<file path="src/rtl/scl_gen_pkg.sv">
package scl_gen_pkg;
  localparam int CFG_W      = 32;
  localparam int DIV_W      = 8;
  localparam int EXP_FW     = 3;
  localparam int HOLD_FW    = 6;
  localparam int LO_LSB     = 0;
  localparam int HI_LSB     = 8;
  localparam int EXP_LSB    = 16;
  localparam int HOLD_LSB   = 24;
  localparam int HOLD_FIXED = 3;
  localparam int DIV_SAT    = 255;

  typedef struct packed {
    logic [HOLD_FW-1:0] hold;
    logic [EXP_FW-1:0]  expo;
    logic [DIV_W-1:0]   hi_div;
    logic [DIV_W-1:0]   lo_div;
  } scl_fields_t;

  function automatic scl_fields_t split_cfg(input logic [CFG_W-1:0] w);
    scl_fields_t f;
    f.lo_div = w[LO_LSB +: DIV_W];
    f.hi_div = w[HI_LSB +: DIV_W];
    f.expo   = w[EXP_LSB +: EXP_FW];
    f.hold   = w[HOLD_LSB +: HOLD_FW];
    return f;
  endfunction

  // cycles in one SCL phase: divider scaled by 2^e, plus fixed offset
  function automatic int unsigned phase_cycles(input int unsigned div,
                                               input int unsigned e,
                                               input int unsigned off);
    return (div << e) + off;
  endfunction

  // SDA delay after falling edge: clamped hold plus the fixed part
  function automatic int unsigned hold_cycles(input int unsigned h,
                                              input int unsigned hmax);
    return ((h > hmax) ? hmax : h) + HOLD_FIXED;
  endfunction
endpackage

</file>
<file path="src/rtl/scl_cfg_decode.sv">
module scl_cfg_decode
  import scl_gen_pkg::*;
#(
  parameter int OFFSET   = 4,
  parameter int EXP_MAX  = 5,
  parameter int HOLD_MAX = 40,
  parameter int CNT_W    = 13,
  parameter int HCW      = 6
) (
  input  logic [CFG_W-1:0] cfg_word,
  output logic [CNT_W-1:0] low_len,
  output logic [CNT_W-1:0] high_len,
  output logic [HCW-1:0]   hold_len
);
  scl_fields_t f;
  logic        exp_over;
  int unsigned e_eff, lo_eff, hi_eff;
  logic        unused_cfg;

  assign unused_cfg = ^{cfg_word[CFG_W-1:HOLD_LSB+HOLD_FW],
                        cfg_word[HOLD_LSB-1:EXP_LSB+EXP_FW]};

  always_comb begin
    f        = split_cfg(cfg_word);
    exp_over = (int'(f.expo) > EXP_MAX);
    e_eff    = exp_over ? EXP_MAX : {29'd0, f.expo};
    lo_eff   = exp_over ? DIV_SAT : {24'd0, f.lo_div};
    hi_eff   = exp_over ? DIV_SAT : {24'd0, f.hi_div};
    low_len  = CNT_W'(phase_cycles(lo_eff, e_eff, OFFSET));
    high_len = CNT_W'(phase_cycles(hi_eff, e_eff, OFFSET));
    hold_len = HCW'(hold_cycles({26'd0, f.hold}, HOLD_MAX));
  end
endmodule

</file>
<file path="src/rtl/scl_phase_ctr.sv">
module scl_phase_ctr #(
  parameter int CNT_W = 13
) (
  input  logic             clk,
  input  logic             rst_n,
  input  logic             en,
  input  logic             step_req,
  input  logic             scl_in,
  input  logic [CNT_W-1:0] low_len,
  input  logic [CNT_W-1:0] high_len,
  output logic             scl_low,
  output logic             edge_stb,
  output logic             fall_go
);
  logic [CNT_W-1:0] cnt;
  logic             en_q;
  logic             start;
  logic             expire;
  logic             advance;

  assign start   = en & ~en_q;
  // a high phase may only end once the line really reads high
  assign expire  = (cnt == '0) & step_req & (scl_low | scl_in);
  assign advance = scl_low | scl_in;
  assign fall_go = en & (start | (expire & ~scl_low));

  always_ff @(posedge clk) begin
    if (!rst_n) begin
      en_q     <= 1'b0;
      scl_low  <= 1'b0;
      edge_stb <= 1'b0;
      cnt      <= '0;
    end else begin
      en_q <= en;
      if (!en) begin
        scl_low  <= 1'b0;
        edge_stb <= scl_low;
        cnt      <= '0;
      end else if (start) begin
        scl_low  <= 1'b1;
        edge_stb <= 1'b1;
        cnt      <= low_len - CNT_W'(1);
      end else if (expire) begin
        scl_low  <= ~scl_low;
        edge_stb <= 1'b1;
        cnt      <= scl_low ? (high_len - CNT_W'(1)) : (low_len - CNT_W'(1));
      end else begin
        edge_stb <= 1'b0;
        if (cnt != '0 && advance) cnt <= cnt - CNT_W'(1);
      end
    end
  end
endmodule

</file>
<file path="src/rtl/scl_hold_timer.sv">
module scl_hold_timer #(
  parameter int HCW = 6
) (
  input  logic           clk,
  input  logic           rst_n,
  input  logic           en,
  input  logic           fall_go,
  input  logic [HCW-1:0] hold_len,
  output logic           sda_stb
);
  logic [HCW-1:0] hcnt;
  logic           active;

  always_ff @(posedge clk) begin
    if (!rst_n) begin
      hcnt    <= '0;
      active  <= 1'b0;
      sda_stb <= 1'b0;
    end else if (!en) begin
      active  <= 1'b0;
      sda_stb <= 1'b0;
    end else if (fall_go) begin
      hcnt    <= hold_len;
      active  <= 1'b1;
      sda_stb <= 1'b0;
    end else if (active) begin
      sda_stb <= (hcnt == HCW'(1));
      if (hcnt == HCW'(1)) active <= 1'b0;
      hcnt <= hcnt - HCW'(1);
    end else begin
      sda_stb <= 1'b0;
    end
  end
endmodule

</file>
<file path="src/rtl/scl_wave_gen.sv">
module scl_wave_gen
  import scl_gen_pkg::*;
#(
  parameter int OFFSET   = 4,
  parameter int EXP_MAX  = 5,
  parameter int HOLD_MAX = 40
) (
  input  logic             clk,
  input  logic             rst_n,
  input  logic             en,
  input  logic [CFG_W-1:0] cfg_word,
  input  logic             step_req,
  input  logic             scl_in,
  output logic             scl_drive_low,
  output logic             edge_stb,
  output logic             sda_upd_stb
);
  localparam int CNT_W = $clog2(DIV_SAT * (2 ** EXP_MAX) + OFFSET + 1);
  localparam int HCW   = $clog2(HOLD_MAX + HOLD_FIXED + 1);

  logic [CNT_W-1:0] low_len;
  logic [CNT_W-1:0] high_len;
  logic [HCW-1:0]   hold_len;
  logic             fall_go;

  scl_cfg_decode #(
    .OFFSET(OFFSET), .EXP_MAX(EXP_MAX), .HOLD_MAX(HOLD_MAX),
    .CNT_W(CNT_W), .HCW(HCW)
  ) i_decode (
    .cfg_word (cfg_word),
    .low_len  (low_len),
    .high_len (high_len),
    .hold_len (hold_len)
  );

  scl_phase_ctr #(.CNT_W(CNT_W)) i_phase (
    .clk      (clk),
    .rst_n    (rst_n),
    .en       (en),
    .step_req (step_req),
    .scl_in   (scl_in),
    .low_len  (low_len),
    .high_len (high_len),
    .scl_low  (scl_drive_low),
    .edge_stb (edge_stb),
    .fall_go  (fall_go)
  );

  scl_hold_timer #(.HCW(HCW)) i_hold (
    .clk      (clk),
    .rst_n    (rst_n),
    .en       (en),
    .fall_go  (fall_go),
    .hold_len (hold_len),
    .sda_stb  (sda_upd_stb)
  );
endmodule

</file>
<file path="config.mk">
export PLATFORM = sky130hd
export DESIGN_NAME = scl_wave_gen
export DESIGN_NICKNAME = d
export VERILOG_FILES = /design/src/rtl/scl_gen_pkg.sv /design/src/rtl/scl_cfg_decode.sv /design/src/rtl/scl_phase_ctr.sv /design/src/rtl/scl_hold_timer.sv /design/src/rtl/scl_wave_gen.sv
export SDC_FILE = /design/constraint.sdc
export NUM_CORES = 1
export LEC_CHECK = 0
export BUFFER_PORTS_ARGS = -buffer_cell sky130_fd_sc_hd__buf_4
export CAP_MARGIN = 20
export CELL_PAD_IN_SITES_DETAIL_PLACEMENT = 0
export CELL_PAD_IN_SITES_GLOBAL_PLACEMENT = 2
export CORE_MARGIN = 2
export CORE_UTILIZATION = 32
export DETAILED_ROUTE_END_ITERATION = 8
export PLACE_DENSITY_LB_ADDON = 0.1
export SLEW_MARGIN = 20
export SYNTH_ARGS = -nofsm -noshare
export SYNTH_HDL_FRONTEND = slang
export SYNTH_SLANG_ARGS = --single-unit
export TNS_END_PERCENT = 30
</file>
<file path="constraint.sdc">
create_clock -name clk -period 2.8 [get_ports clk]
set_input_delay 0 -clock clk [delete_from_list [all_inputs] [get_ports clk]]
set_output_delay 0 -clock clk [all_outputs]
set_load 0.01 [all_outputs]
</file>
# == Yosys cells after proc, flatten, opt, wreduce, memory -nomap -nowiden ==
# Index checks and enable logic that the tools add are counted.
# word_totals
ff_bits,24
out_inout_bits,3
inputBits,37
# op_classes
n_mux,18
addsub,7
shift,2
eq_ne,1
n_reduce_logical,9
bitwise,12
magnitude_cmp,2
# ops
op,count
$shl A32 B32 Y13,2
$mux W13,4
$sub A13 B1 Y13 const B,3
$add A13 B3 Y13 const B,2
$mux W6,3
$mux W8,2
$logic_not A13 Y1,1
$reduce_bool A13 Y1,1
$mux W1,8
$add A6 B2 Y6 const B,1
$eq A6 B1 Y1 const B,1
$gt A6 B6 Y1 const B,1
$sub A6 B1 Y6 const B,1
$and A1 B1 Y1,5
$not A1 Y1,5
$reduce_and A2 Y1,2
$reduce_bool A2 Y1,2
$reduce_or A4 Y1,1
$gt A3 B3 Y1 const B,1
$mux W3,1
$reduce_bool A3 Y1,1
$or A1 B1 Y1,2
$logic_and A1 B1 Y1,1

# == Depth between registers and ports, before layout ==
# depth
ltp_word,8
depth_mapped,11

# == Modules after synthesis ==
# Synthesis repeated with hierarchy kept, for this count alone.
# hier_totals
cells_unflattened,430
hier_area_um2,3246.9
# modules_own_cells
module,seq_area_each_um2,cells_per_inst,n_inst,area_each_um2
scl_phase_ctr,320.3,225,1,1675.4
scl_cfg_decode,0.0,150,1,1107.3
scl_hold_timer,160.2,55,1,464.2

# == Worst setup path after synthesis ==
# Ideal clock, no wire load.
# synth_path
path_type,in2reg
start,input port cfg_word[18]
end,register i_phase.cnt[10]
path_slack_ns,0.718
required_time_ns,2.740
setup_time_ns,0.060
cell_stages,11
arrival_time_ns,2.022
n_path_buf,2
path_cell_list,buf_2 -> buf_1 -> nor2_1 -> nand2_1 -> ha_1 -> a21oi_1 -> nor4b_2 -> nand2_1 -> or4_1 -> nand4_1 -> o2111a_1
# synth_between
elab_chain_cells,8
word_cells_on_any_way,13
classes_between,4 x add/sub; 1 x order compare; 2 x shift; 6 x mux
# synth_rtl
item,line_no,rtl
from (decl),scl_wave_gen.sv:11,"input logic [CFG_W-1:0] cfg_word,"
$gt A3 B3 Y1,scl_cfg_decode.sv:25,exp_over = (int'(f.expo) > EXP_MAX);
"$mux W8, or another cell as far along",scl_cfg_decode.sv:27,"lo_eff = exp_over ? DIV_SAT : {24'd0, f.lo_div};"
$shl A32 B32 Y13,scl_gen_pkg.sv:33,return (div << e) + off;
$add A13 B3 Y13,scl_gen_pkg.sv:33,
$sub A13 B1 Y13 (on tied branches),"scl_phase_ctr.sv:42, scl_phase_ctr.sv:46",
$mux W13,scl_phase_ctr.sv:46,cnt <= scl_low ? (high_len - CNT_W'(1)) : (low_len - CNT_W'(1));
$mux W13,scl_phase_ctr.sv:43,end else if (expire) begin
$mux W13 (*),scl_phase_ctr.sv:39,end else if (start) begin
to (signal assigned),scl_phase_ctr.sv:42,cnt <= low_len - CNT_W'(1);
to (signal assigned),scl_phase_ctr.sv:46,
to (signal assigned),scl_phase_ctr.sv:49,if (cnt != '0 && advance) cnt <= cnt - CNT_W'(1);
to (decl),scl_phase_ctr.sv:15,logic [CNT_W-1:0] cnt;
# Every way passes the cells marked *; elsewhere a longest branch is shown, timed or not.
# A chain may end at the register's enable or synchronous reset.

# == Final worst setup path ==
# layout_path
start,register i_phase.cnt[0]
end,register i_hold.hcnt[5]
# layout_between
elab_chain_cells,8
word_cells_on_any_way,9
classes_between,1 x mux; 5 x bitwise; 3 x reduce/logical
# layout_rtl
item,line_no,rtl
$logic_not A13 Y1 (*),scl_phase_ctr.sv:23,assign expire = (cnt == '0) & step_req & (scl_low | scl_in);
$and A1 B1 Y1 (*) (2 in series),scl_phase_ctr.sv:23,
$and A1 B1 Y1 (*),scl_phase_ctr.sv:25,assign fall_go = en & (start | (expire & ~scl_low));
$or A1 B1 Y1 (*),scl_phase_ctr.sv:25,
$and A1 B1 Y1 (*),scl_phase_ctr.sv:25,
$reduce_bool A2 Y1 (no source line),-,
$reduce_and A2 Y1 (no source line),-,
to (signal assigned),scl_hold_timer.sv:23,hcnt <= hold_len;
to (signal assigned),scl_hold_timer.sv:29,hcnt <= hcnt - HCW'(1);
to (decl),scl_hold_timer.sv:11,logic [HCW-1:0] hcnt;
# Marks and branches as above.

==> flow_metrics.py <==
metrics = {
    "placed_design": {
        "port_buffers": 32,
        "dp_hpwl_um": 6150,
        "place_congestion": 0.874,
    },
    "setup_path": {
        "crit_path_end_kind": "flip-flop",
        "path_cells": "inv_1 > ha_1 > nor4b_1 > nand4_1 > o21a_1 > a311oi_1 > a31o_1 > a221oi_1",
        "path_max_fanout": 9,
        "worst-setup-path-type": "reg -> reg",
        "path_delay_family": "compound AO/OA/AOI/OAI gates",
        "critPathLaunch": "i_phase.cnt[0]",
        "max_stage_delay_ns": 0.49,
        "ff2ff_setup_slack_ns": 0.45,
        "critPathRequiredTime_ns": 2.95,
        "critPathArrivalTime_ns": 2.50,
        "r2r-start": "i_phase.cnt[0]",
        "worst-path-buf-inv": 1,
        "critPathLaunchType": "flip-flop",
        "cp_slowest_cell": "a311oi_1",
    },
    "route": {
        "drtPass1Iterations": 4,
        "dr.first_iter.drc_count": 134,
        "top_layer": "met4",
        "drt_wl_total_um": 7820,
        "detail_route.wl_per_cell_um": 15.9,
        "wl_met3_um": 287,
        "wl_met2_um": 3310,
        "vias_per_cell": 5.36,
        "antenna_left": 0,
        "via_count": 2634,
        "wl_met1_um": 4130,
        "drcViolationCount": 0,
    },
    "timing": {
        "rsz0062_at_grt": "no",
        "fin_tns_setup_ns": 0,
        "relSlewSlack_pct": 66.0,
        "fmax_mhz": 425,
        "worst_pin_slew_ns": 0.506,
        "finalCritPeriodShare_pct": 84.0,
        "fin_skew_ns": 0.00410,
        "period_minus_slack_ns": 2.35,
        "hold_viol_final": 0,
        "setup-violations-final": 0,
        "slew_viol_final": 0,
    },
    "floorplanning": {
        "start_util_pct": 33.0,
        "core_area_um2": 7730,
        "dieArea_um2": 8690,
        "core.rowCount": 32,
        "fp.dieH_um": 93.2,
        "ios": 40,
        "die_w_um": 93.2,
    },
    "power": {
        "p_clk_share_pct": 25.1,
        "leakage_nw": 1.15,
        "powerDensity_nw_per_um2": 424,
        "p_sw_w": 0.000474,
        "p_sw_share_pct": 37.7,
        "vdd_drop_max_mv": 0.254,
        "seqPwrFrac_pct": 31.8,
        "p_comb_share_pct": 43.2,
        "power.internal_w": 0.000785,
    },
    "outcome": {
        "status": "complete, no violations",
    },
    "clocking": {
        "htree_levels": 1,
        "clock_sinks": 24,
        "root_buffer": "clkbuf_8",
        "cts_setup_buffers": 0,
        "ctsResizeCount": 0,
        "cts_tree": "built",
        "cts_buffers": 3,
        "clock_latency_ns": 0.27,
        "cts_hold_buf": 0,
        "clockBufferDepth": 2,
        "clk_pin_slew_worst_paths_ns": 0.10,
    },
    "logic_synthesis": {
        "ys_types": 55,
        "synthArstFlopShare_pct": 0,
        "synth_nets": 406,
        "synth_warnings": 0,
        "yosysTopAreaCell": "dfxtp_1",
        "syn_area_um2": 2550,
        "synth-seq-cells": 24,
        "ys_seq_area_share_pct": 18.9,
        "synth.area.top_cells": "dfxtp_1 (19%), nand2_1 (6.5%), o21ai_0 (5.5%)",
        "synth_ff_type": "dfxtp_1",
        "netlist_instances": 362,
        "avgSynthCellArea_um2": 7.03,
        "synth.top_cells.by_count": "nand2_1 (44), nor2_1 (31), o21ai_0 (28)",
        "synth_top_area_share_pct": 18.9,
        "synth_edf_count": 0,
        "yosysMostFrequentCell": "nand2_1",
    },
    "global_route": {
        "grtUsageTotal_pct": 18.6,
        "grt_pass1_vias": 2465,
        "grt.overflow.total": 0,
        "grt_first_pass_wirelength_um": 13000,
        "antenna_found_initial": 0,
        "grt_max_degree": 33,
    },
    "finish": {
        "n_antenna_cell": 0,
        "drive_above_1_share_pct": 15.4,
        "nNetsFinal": 434,
        "area_delta_synth_final_pct": 16.5,
        "final_util_pct": 38.4,
    },
    "run": {
        "cap_violations": 0,
    },
    "hold_path": {
        "holdCritPathClass": "in -> reg",
        "min_from": "en",
    },
}
## worst reg2reg max path: stages (launching register included)
cell and delay, ns:
dfxtp_1 0.35, inv_1 0.11, ha_1 0.15, nor4b_1 0.37
nand4_1 0.18, o21a_1 0.36, a311oi_1 0.49, a31o_1 0.16
a221oi_1 0.07
## state kept, by name, summed over array words and instances (netlist names)
| signal | flops |
|---|---|
| i_hold.active | 1 |
| i_hold.hcnt | 6 |
| i_hold.sda_stb | 1 |
| i_phase.cnt | 13 |
| i_phase.edge_stb | 1 |
| i_phase.en_q | 1 |
| i_phase.scl_low | 1 |
## power by group through the flow
stage	Clock, W	Combinational [W]	Sequential [W]
finish	0.000316	0.000543	0.000400
global route	0.000333	0.000609	0.000406
CTS	0.000318	0.000545	0.000400
detailed placement	0	0.000541	0.000407
global placement	0	0.000543	0.000407
floorplan	0	0.000383	0.000401
## layer usage
metal | track usage, % | vias to the layer above
met5 | 0 | -
met3 | 0.967 | 6
met2 | 27.9 | 68
met1 | 28.9 | 1178
met4 | 4.53 | 0
li1 | - | 1382
## metrics by stage
stage               std cells  hold slack, ns  area, µm²  power, W  worst slack [ns]
detailed placement        487           0.315       2900  0.000948             0.428
finish                    491          0.0249       2970   0.00126             0.447
global placement          487           0.317       2900  0.000951             0.449
global route              491          0.0234       2970   0.00135             0.188
floorplan                 362           0.183       2550  0.000784             0.718
CTS                       491          0.0178       2970   0.00126             0.449
## cells by family after synthesis
group | Yosys count | share of synthesized area, %
AOI/OAI and AO/OA | 116 | 29.1
xor gates and xnor gates | 23 | 7.91
adders and majority gates | 7 | 3.44
buffers and inverters | 31 | 5.16
DFF | 24 | 18.9
muxes | 17 | 7.47
and+or+nand+nor | 144 | 28.1
## area by class of cell
class,count,area [µm²]
tap,102,128
timing repair buffer,40,300
multi-input combinational,307,1930
fill,845,4760
sequential,24,480
clock buffer,3,41.3
clock inverter,1,30.0
inverter,14,52.6
## path summary, 6_finish.rpt
| check | depth (start not counted) | to |
|---|---|---|
| max | 8 | i_hold.hcnt[5] |
| min | 2 | i_phase.edge_stb |
| max reg2reg | 8 | i_hold.hcnt[5] |
| min reg2reg | 2 | i_hold.hcnt[4] |
## cell usage in the layout (no fill, tap or decap), drive strengths merged, types with 5 or more instances in the layout
| cell | netlist | final |
|---|---|---|
| a211oi | 5 | 5 |
| a21oi | 25 | 25 |
| a31oi | 8 | 8 |
| buf | 8 | 40 |
| dfxtp | 24 | 24 |
| ha | 7 | 7 |
| inv | 13 | 13 |
| mux2 | 7 | 7 |
| mux2i | 10 | 10 |
| nand2 | 44 | 44 |
| nand2b | 8 | 8 |
| nand3 | 15 | 15 |
| nand4 | 7 | 7 |
| nor2 | 31 | 31 |
| nor3 | 13 | 13 |
| nor4 | 6 | 6 |
| o211ai | 7 | 7 |
| o21a | 5 | 5 |
| o21ai | 41 | 41 |
| o22ai | 6 | 6 |
| xnor2 | 12 | 12 |
| xor2 | 11 | 11 |
Power figures use the tool's default switching activity.
